## src/rtl/intc_pkg.sv

```systemverilog
package intc_pkg;
    localparam int PRIO_W  = 4;
    localparam int CTRL_W  = 6;
    localparam int FLD_EN  = 4;
    localparam int FLD_REQ = 5;

    typedef enum logic [1:0] {
        SRC_HW   = 2'd0,
        SRC_NMI  = 2'd1,
        SRC_SW   = 2'd2,
        SRC_NODE = 2'd3
    } src_kind_e;
endpackage

```

## src/rtl/intc_node_bank.sv

```systemverilog
module intc_node_bank
    import intc_pkg::*;
#(
    parameter int NUM_NODES = 20,
    localparam int ADDR_W = $clog2(NUM_NODES)
) (
    input  logic                             clk,
    input  logic                             rst_n,
    input  logic [NUM_NODES-1:0]             src_pulse,
    input  logic                             wr_en,
    input  logic [ADDR_W-1:0]                wr_addr,
    input  logic [CTRL_W-1:0]                wr_data,
    input  logic [NUM_NODES-1:0]             ack_clr,
    output logic [NUM_NODES-1:0]             node_req,
    output logic [NUM_NODES-1:0]             node_en,
    output logic [NUM_NODES-1:0][PRIO_W-1:0] node_lvl
);
    localparam logic [ADDR_W-1:0] LAST_ADDR = ADDR_W'(NUM_NODES - 1);

    typedef struct packed {
        logic [NUM_NODES-1:0]             req;
        logic [NUM_NODES-1:0]             en;
        logic [NUM_NODES-1:0][PRIO_W-1:0] lvl;
    } bank_t;

    bank_t st_d, st_q;

    always_comb begin
        st_d     = st_q;
        st_d.req = st_q.req & ~ack_clr;
        if (wr_en && (wr_addr <= LAST_ADDR)) begin
            st_d.lvl[wr_addr] = wr_data[PRIO_W-1:0];
            st_d.en[wr_addr]  = wr_data[FLD_EN];
            st_d.req[wr_addr] = wr_data[FLD_REQ];
        end
        st_d.req = st_d.req | src_pulse;
    end

    always_ff @(posedge clk or negedge rst_n) begin
        if (!rst_n) st_q <= '0;
        else        st_q <= st_d;
    end

    assign node_req = st_q.req;
    assign node_en  = st_q.en;
    assign node_lvl = st_q.lvl;

    AST_PULSE_SETS_FLAG: assert property (@(posedge clk) disable iff (!rst_n)
        (|src_pulse) |=> ((st_q.req & $past(src_pulse)) == $past(src_pulse)));

    AST_ACK_CLEARS_FLAG: assert property (@(posedge clk) disable iff (!rst_n)
        ((|(ack_clr & ~src_pulse)) && !wr_en)
        |=> ((st_q.req & $past(ack_clr & ~src_pulse)) == '0));

    AST_UNMAPPED_WRITE_INERT: assert property (@(posedge clk) disable iff (!rst_n)
        (wr_en && (wr_addr > LAST_ADDR) && !(|src_pulse) && !(|ack_clr))
        |=> $stable(st_q));
endmodule

```

## src/rtl/intc_node_arb.sv

```systemverilog
module intc_node_arb
    import intc_pkg::*;
#(
    parameter int NUM_NODES = 20,
    localparam int ADDR_W = $clog2(NUM_NODES)
) (
    input  logic [NUM_NODES-1:0]             node_req,
    input  logic [NUM_NODES-1:0]             node_en,
    input  logic [NUM_NODES-1:0][PRIO_W-1:0] node_lvl,
    input  logic [PRIO_W-1:0]                cpu_prio,
    output logic                             found,
    output logic [ADDR_W-1:0]                win_idx,
    output logic [PRIO_W-1:0]                win_lvl
);
    always_comb begin
        found   = 1'b0;
        win_idx = '0;
        win_lvl = cpu_prio;
        // Ascending scan with a strict compare keeps the lower index on ties.
        for (int i = 0; i < NUM_NODES; i++) begin
            if (node_req[i] && node_en[i] && (node_lvl[i] > win_lvl)) begin
                found   = 1'b1;
                win_idx = ADDR_W'(i);
                win_lvl = node_lvl[i];
            end
        end
    end
endmodule

```

## src/rtl/intc_trap_unit.sv

```systemverilog
module intc_trap_unit #(
    parameter int NUM_HWTRAP = 4,
    parameter int VEC_W      = 8
) (
    input  logic                  clk,
    input  logic                  rst_n,
    input  logic [NUM_HWTRAP-1:0] hw_pulse,
    input  logic                  nmi_in,
    input  logic                  sw_req,
    input  logic [VEC_W-1:0]      sw_vec,
    input  logic [NUM_HWTRAP-1:0] ack_hw,
    input  logic                  ack_nmi,
    input  logic                  ack_sw,
    output logic [NUM_HWTRAP-1:0] hw_pend,
    output logic                  nmi_pend,
    output logic                  sw_pend,
    output logic [VEC_W-1:0]      sw_vec_held
);
    typedef struct packed {
        logic [NUM_HWTRAP-1:0] hw;
        logic                  nmi;
        logic                  nmi_prev;
        logic                  sw;
        logic [VEC_W-1:0]      vec;
    } trap_t;

    trap_t tr_d, tr_q;

    always_comb begin
        tr_d          = tr_q;
        tr_d.hw       = (tr_q.hw & ~ack_hw) | hw_pulse;
        tr_d.nmi_prev = nmi_in;
        tr_d.nmi      = (tr_q.nmi & ~ack_nmi) | (nmi_in & ~tr_q.nmi_prev);
        tr_d.sw       = tr_q.sw & ~ack_sw;
        if (!tr_d.sw && sw_req) begin
            tr_d.sw  = 1'b1;
            tr_d.vec = sw_vec;
        end
    end

    always_ff @(posedge clk or negedge rst_n) begin
        if (!rst_n) tr_q <= '0;
        else        tr_q <= tr_d;
    end

    assign hw_pend     = tr_q.hw;
    assign nmi_pend    = tr_q.nmi;
    assign sw_pend     = tr_q.sw;
    assign sw_vec_held = tr_q.vec;

    AST_NMI_LEVEL_ONCE: assert property (@(posedge clk) disable iff (!rst_n)
        (ack_nmi && tr_q.nmi_prev && nmi_in) |=> !tr_q.nmi);

    AST_SW_SLOT_HELD: assert property (@(posedge clk) disable iff (!rst_n)
        (tr_q.sw && !ack_sw) |=> (tr_q.sw && $stable(tr_q.vec)));
endmodule

```

## src/rtl/prio_irq_ctrl.sv

```systemverilog
module prio_irq_ctrl
    import intc_pkg::*;
#(
    parameter int NUM_NODES     = 20,
    parameter int NUM_HWTRAP    = 4,
    parameter int VEC_W         = 8,
    parameter int NODE_VEC_BASE = 16,
    localparam int ADDR_W = $clog2(NUM_NODES)
) (
    input  logic                  clk,
    input  logic                  rst_n,
    input  logic [NUM_NODES-1:0]  src_pulse,
    input  logic [NUM_HWTRAP-1:0] hwtrap_in,
    input  logic                  nmi_in,
    input  logic                  sw_trap_req,
    input  logic [VEC_W-1:0]      sw_trap_vec,
    input  logic [PRIO_W-1:0]     cpu_prio,
    input  logic                  reg_we,
    input  logic [ADDR_W-1:0]     reg_addr,
    input  logic [CTRL_W-1:0]     reg_wdata,
    output logic [CTRL_W-1:0]     reg_rdata,
    output logic                  irq_valid,
    output logic [VEC_W-1:0]      irq_vector,
    input  logic                  irq_ack
);
    localparam logic [ADDR_W-1:0] LAST_ADDR = ADDR_W'(NUM_NODES - 1);

    logic [NUM_NODES-1:0]             node_req, node_en, ack_node;
    logic [NUM_NODES-1:0][PRIO_W-1:0] node_lvl;
    logic                             node_found;
    logic [ADDR_W-1:0]                win_idx;
    logic [PRIO_W-1:0]                win_lvl;
    logic [NUM_HWTRAP-1:0]            hw_pend, hw_sel, ack_hw;
    logic                             nmi_pend, sw_pend, ack_nmi, ack_sw, take;
    logic [VEC_W-1:0]                 sw_vec_held;
    src_kind_e                        sel_kind;

    intc_node_bank #(.NUM_NODES(NUM_NODES)) i_bank (
        .clk(clk), .rst_n(rst_n), .src_pulse(src_pulse),
        .wr_en(reg_we), .wr_addr(reg_addr), .wr_data(reg_wdata),
        .ack_clr(ack_node), .node_req(node_req), .node_en(node_en),
        .node_lvl(node_lvl)
    );

    intc_node_arb #(.NUM_NODES(NUM_NODES)) i_arb (
        .node_req(node_req), .node_en(node_en), .node_lvl(node_lvl),
        .cpu_prio(cpu_prio), .found(node_found), .win_idx(win_idx),
        .win_lvl(win_lvl)
    );

    intc_trap_unit #(.NUM_HWTRAP(NUM_HWTRAP), .VEC_W(VEC_W)) i_trap (
        .clk(clk), .rst_n(rst_n), .hw_pulse(hwtrap_in), .nmi_in(nmi_in),
        .sw_req(sw_trap_req), .sw_vec(sw_trap_vec), .ack_hw(ack_hw),
        .ack_nmi(ack_nmi), .ack_sw(ack_sw), .hw_pend(hw_pend),
        .nmi_pend(nmi_pend), .sw_pend(sw_pend), .sw_vec_held(sw_vec_held)
    );

    // Source selection: hardware traps, then NMI, then software trap, then nodes.
    always_comb begin
        sel_kind   = SRC_NODE;
        irq_valid  = 1'b0;
        irq_vector = '0;
        hw_sel     = '0;
        if (|hw_pend) begin
            sel_kind  = SRC_HW;
            irq_valid = 1'b1;
            for (int i = NUM_HWTRAP - 1; i >= 0; i--) begin
                if (hw_pend[i]) begin
                    hw_sel     = '0;
                    hw_sel[i]  = 1'b1;
                    irq_vector = VEC_W'(i);
                end
            end
        end else if (nmi_pend) begin
            sel_kind   = SRC_NMI;
            irq_valid  = 1'b1;
            irq_vector = VEC_W'(NUM_HWTRAP);
        end else if (sw_pend) begin
            sel_kind   = SRC_SW;
            irq_valid  = 1'b1;
            irq_vector = sw_vec_held;
        end else if (node_found) begin
            irq_valid  = 1'b1;
            irq_vector = VEC_W'(NODE_VEC_BASE) + VEC_W'(win_idx);
        end
    end

    // Acknowledge decode toward the granted source only.
    always_comb begin
        take     = irq_ack && irq_valid;
        ack_hw   = (take && (sel_kind == SRC_HW)) ? hw_sel : '0;
        ack_nmi  = take && (sel_kind == SRC_NMI);
        ack_sw   = take && (sel_kind == SRC_SW);
        ack_node = '0;
        for (int i = 0; i < NUM_NODES; i++) begin
            ack_node[i] = take && (sel_kind == SRC_NODE) && (win_idx == ADDR_W'(i));
        end
    end

    always_comb begin
        reg_rdata = '0;
        if (reg_addr <= LAST_ADDR) begin
            reg_rdata = {node_req[reg_addr], node_en[reg_addr], node_lvl[reg_addr]};
        end
    end

    AST_HW_TRAP_FIRST: assert property (@(posedge clk) disable iff (!rst_n)
        (|hw_pend) |-> (irq_valid && (irq_vector < VEC_W'(NUM_HWTRAP))));

    AST_NODE_ABOVE_CPU: assert property (@(posedge clk) disable iff (!rst_n)
        (irq_valid && (sel_kind == SRC_NODE)) |-> (win_lvl > cpu_prio));

    AST_SINGLE_ACK: assert property (@(posedge clk) disable iff (!rst_n)
        $onehot0({ack_node, ack_hw, ack_nmi, ack_sw}));
endmodule

```

## config.mk

```make
export PLATFORM = sky130hd
export DESIGN_NAME = prio_irq_ctrl
export DESIGN_NICKNAME = d
export VERILOG_FILES = /design/src/rtl/intc_pkg.sv /design/src/rtl/intc_node_bank.sv /design/src/rtl/intc_node_arb.sv /design/src/rtl/intc_trap_unit.sv /design/src/rtl/prio_irq_ctrl.sv
export SDC_FILE = /design/constraint.sdc
export NUM_CORES = 1
export LEC_CHECK = 0
export BUFFER_PORTS_ARGS = -buffer_cell sky130_fd_sc_hd__buf_2
export CAP_MARGIN = 20
export CORE_UTILIZATION = 40
export CTS_CLUSTER_SIZE = 16
export DETAILED_ROUTE_END_ITERATION = 8
export PLACE_DENSITY = 0.59
export SLEW_MARGIN = 20
export SYNTH_ARGS = -nofsm -noshare
export SYNTH_HDL_FRONTEND = slang
export SYNTH_SLANG_ARGS = --single-unit
```

## constraint.sdc

```tcl
create_clock -name clk -period 55.8 [get_ports clk]
set_input_delay 5.58 -clock clk [delete_from_list [all_inputs] [get_ports clk]]
set_output_delay 5.58 -clock clk [all_outputs]
set_load 0.005 [all_outputs]
```

==> reports/metrics.yaml <==
period_minus_slack_ns: 47.34
synth.cell_area_um2: 11300
post_cts_buffers: 0
area_growth_pct: 10.9
ctsResizeCount: 0
clockBufferDepth: 2
drv_slew: 0
cpMostUsedCell: "ha_1"
numCtsBuffers: 17
synth_top_family_by_area: "multiplexers"
utilization: 0.451
cts_sinks: 135
yosys.area_share.simple: 0.171
cts_hold_buf: 0
synthArstFlopShare: 1.00
synth_warnings: 0
worst_slew_pin_slew_ns: 1.10
antenna_left: 0
drv_cap: 0
fin_tns_setup_ns: 0
dieArea_um2: 29000
avgRoutedWirePerCell_um: 19.9
vias: 9657
ys_seq_area_frac: 0.298
placed_area_um2: 12000
initial_core_util: 0.407
crit_required_ns: 50.22
critPathLaunchType: "input pin"
final_nets: 1375
antenna_found_initial: 1
timing.final.crit_share: 0.848
finalHoldViolCount: 0
crit_fanout: 18
syn-num-nets: 1330
rsz0062_at_grt: "false"
drc: 0
synth_top_flop_cell: "dfrtp_1"
status: "finished, final reports clean"
hold_slack_ns: 0.420
crit_path_end_kind: "output port"
fin_skew_ns: 0.00793
root_buffer: "clkbuf_16"
die_h_um: 170
die_x_um: 170
hold_path_class: "reg -> reg"
routed_wl_um: 33000
synth_compound_area_frac: 0.188
drive_gt1_frac: 0.237
syn-instance-count: 1216
slew_headroom: 0.267
grt_pass1_vias: 9178
core_um2: 27900
drtIter0Drc: 812
synth-seq-cells: 135
syn_area_per_cell_um2: 9.33
synthMuxAreaShare: 0.212
place_congestion: 0.905
synth-edff-count: 0
cts_tree: "done"
grt_usage: 0.234
viasPerCell: 5.84
grt_first_pass_wirelength_um: 52200
synth_fa_ha_area_frac: 0.0727
stdcell_area_um2: 12600
first_pass_iters: 5
setup_violations: 0
ioPinCount: 68
cts.clk_slew.worst_paths_ns: 0.06
critPathArrivalTime_ns: 41.76
synth_xor_xnor_area_share: 0.00993
dp_hpwl_um: 25400
rows: 61
critPathSlowestCell: "a221oi_1"
crit_type: "in -> out"
h-tree-depth: 4
clk-insertion-delay-late_ns: 0.43
grt_max_degree: 83
slowest_delay_ns: 0.84
ys_types: 112
io_buffer_count: 67
max_freq_mhz: 21.1
gr-total-overflow: 0
## synthesized netlist by cell type (all sizes together), types with 7 or more instances
library cell / count / area [µm²]
clkbuf: 31 / 120
o21a: 11 / 82.6
nor2: 100 / 407
mux2: 121 / 1370
inv: 89 / 334
and2: 12 / 76.3
nor3b: 8 / 65.1
xnor2: 9 / 78.8
o31ai: 8 / 70.1
a311o: 7 / 70.1
mux2i: 35 / 367
mux4: 30 / 676
a21boi: 9 / 71.3
o21ai: 67 / 339
nor2b: 9 / 63.8
or3: 8 / 55.1
a211oi: 13 / 108
o22ai: 11 / 68.8
dfrtp: 135 / 3380
and3: 13 / 91.3
a31oi: 20 / 131
ha: 61 / 763
a21oi: 64 / 320
o2111ai: 9 / 96.4
nand4: 10 / 68.8
a21o: 16 / 121
buf: 13 / 86.3
nand3: 37 / 198
nor3: 15 / 80.1
nand2: 123 / 464
o211ai: 17 / 143
## layout by cell type (no fill, tap or decap), types with 6 or more instances in the layout
cell type / count
a211oi_1: 11
a21o_1: 15
a21oi_1: 64
a311o_1: 7
a31oi_1: 19
and2_1: 11
and3_1: 11
buf_2: 66
clkbuf_16: 17
dfrtp_1: 135
ha_1: 61
inv_1: 89
mux2_2: 119
mux2i_1: 33
mux4_2: 30
nand2_1: 122
nand3_1: 36
nand4_1: 9
nor2_1: 95
nor2b_1: 8
nor3_1: 14
nor3b_1: 7
o2111ai_1: 8
o211ai_1: 14
o21a_1: 11
o21ai_0: 61
o22ai_1: 11
o31ai_1: 6
or3_1: 7
xnor2_1: 9
## area by class of cell
| class | count | area, µm² |
|---|---|---|
| antenna | 2 | 5.00 |
| clock buffer | 18 | 439 |
| clock inverter | 14 | 161 |
| fill | 2697 | 15300 |
| inverter | 90 | 338 |
| multi-input combinational | 947 | 7420 |
| sequential | 135 | 3380 |
| tap | 378 | 473 |
| timing repair buffer | 70 | 364 |
## per-layer routing
metal / vias up / global-route usage / share of wire / wire, µm
met4: 0 / 0.0674 / 0.021 / 687
met5: - / 0 / 0 / 0
met3: 55 / 0.0402 / 0.044 / 1450
met1: 4709 / 0.322 / 0.47 / 15500
met2: 250 / 0.374 / 0.47 / 15400
li1: 4643 / - / - / -
## worst max-delay path, delay by kind of cell
kind,cells,cell delay [ns]
mux,17,5.76
simple gates,44,7.56
buf+inv,16,1.45
fa+ha+maj,24,6.57
compound gates,68,14.79
## kinds of logic (layout without fill, tap and decap cells)
kind of cell / count (synthesis) / after routing
multiplexers: 186 / 186
AO/OA/AOI/OAI: 304 / 304
other: 0 / 2
AND/OR/NAND/NOR: 378 / 378
XOR/XNOR: 12 / 12
adder cells (fa/ha/maj): 67 / 67
buffers and inverters: 134 / 192
flip-flops: 135 / 135
## through the flow
| step | setup slack [ns] | instances |
|---|---|---|
| 6_report | 8.46 | 1654 |
| 5_1_grt | 5.34 | 1652 |
| 4_1_cts | 8.72 | 1652 |
| 3_5_place_dp | 8.99 | 1620 |
| 3_3_place_gp | 9.38 | 1620 |
| 2_1_floorplan | 13.62 | 1216 |
## final timing paths
path	cells after the start	slack, ns	from	to
worst min register to register	1	0.42	i_trap.tr_q[9]	i_trap.nmi_pend
worst min-delay path	1	0.42	i_trap.tr_q[9]	i_trap.nmi_pend
min in group asynchronous	1	5.20	rst_n	asynchronous set/reset pin
max in group asynchronous	2	49.39	rst_n	asynchronous set/reset pin
worst max-delay path	169	8.46	cpu_prio[3]	irq_vector[2]
worst max register to register	166	19.17	flip-flop	i_bank.node_req[10]
Power is not shown: default switching activity piles up to over one toggle a cycle in this logic, so the estimate is an artifact.
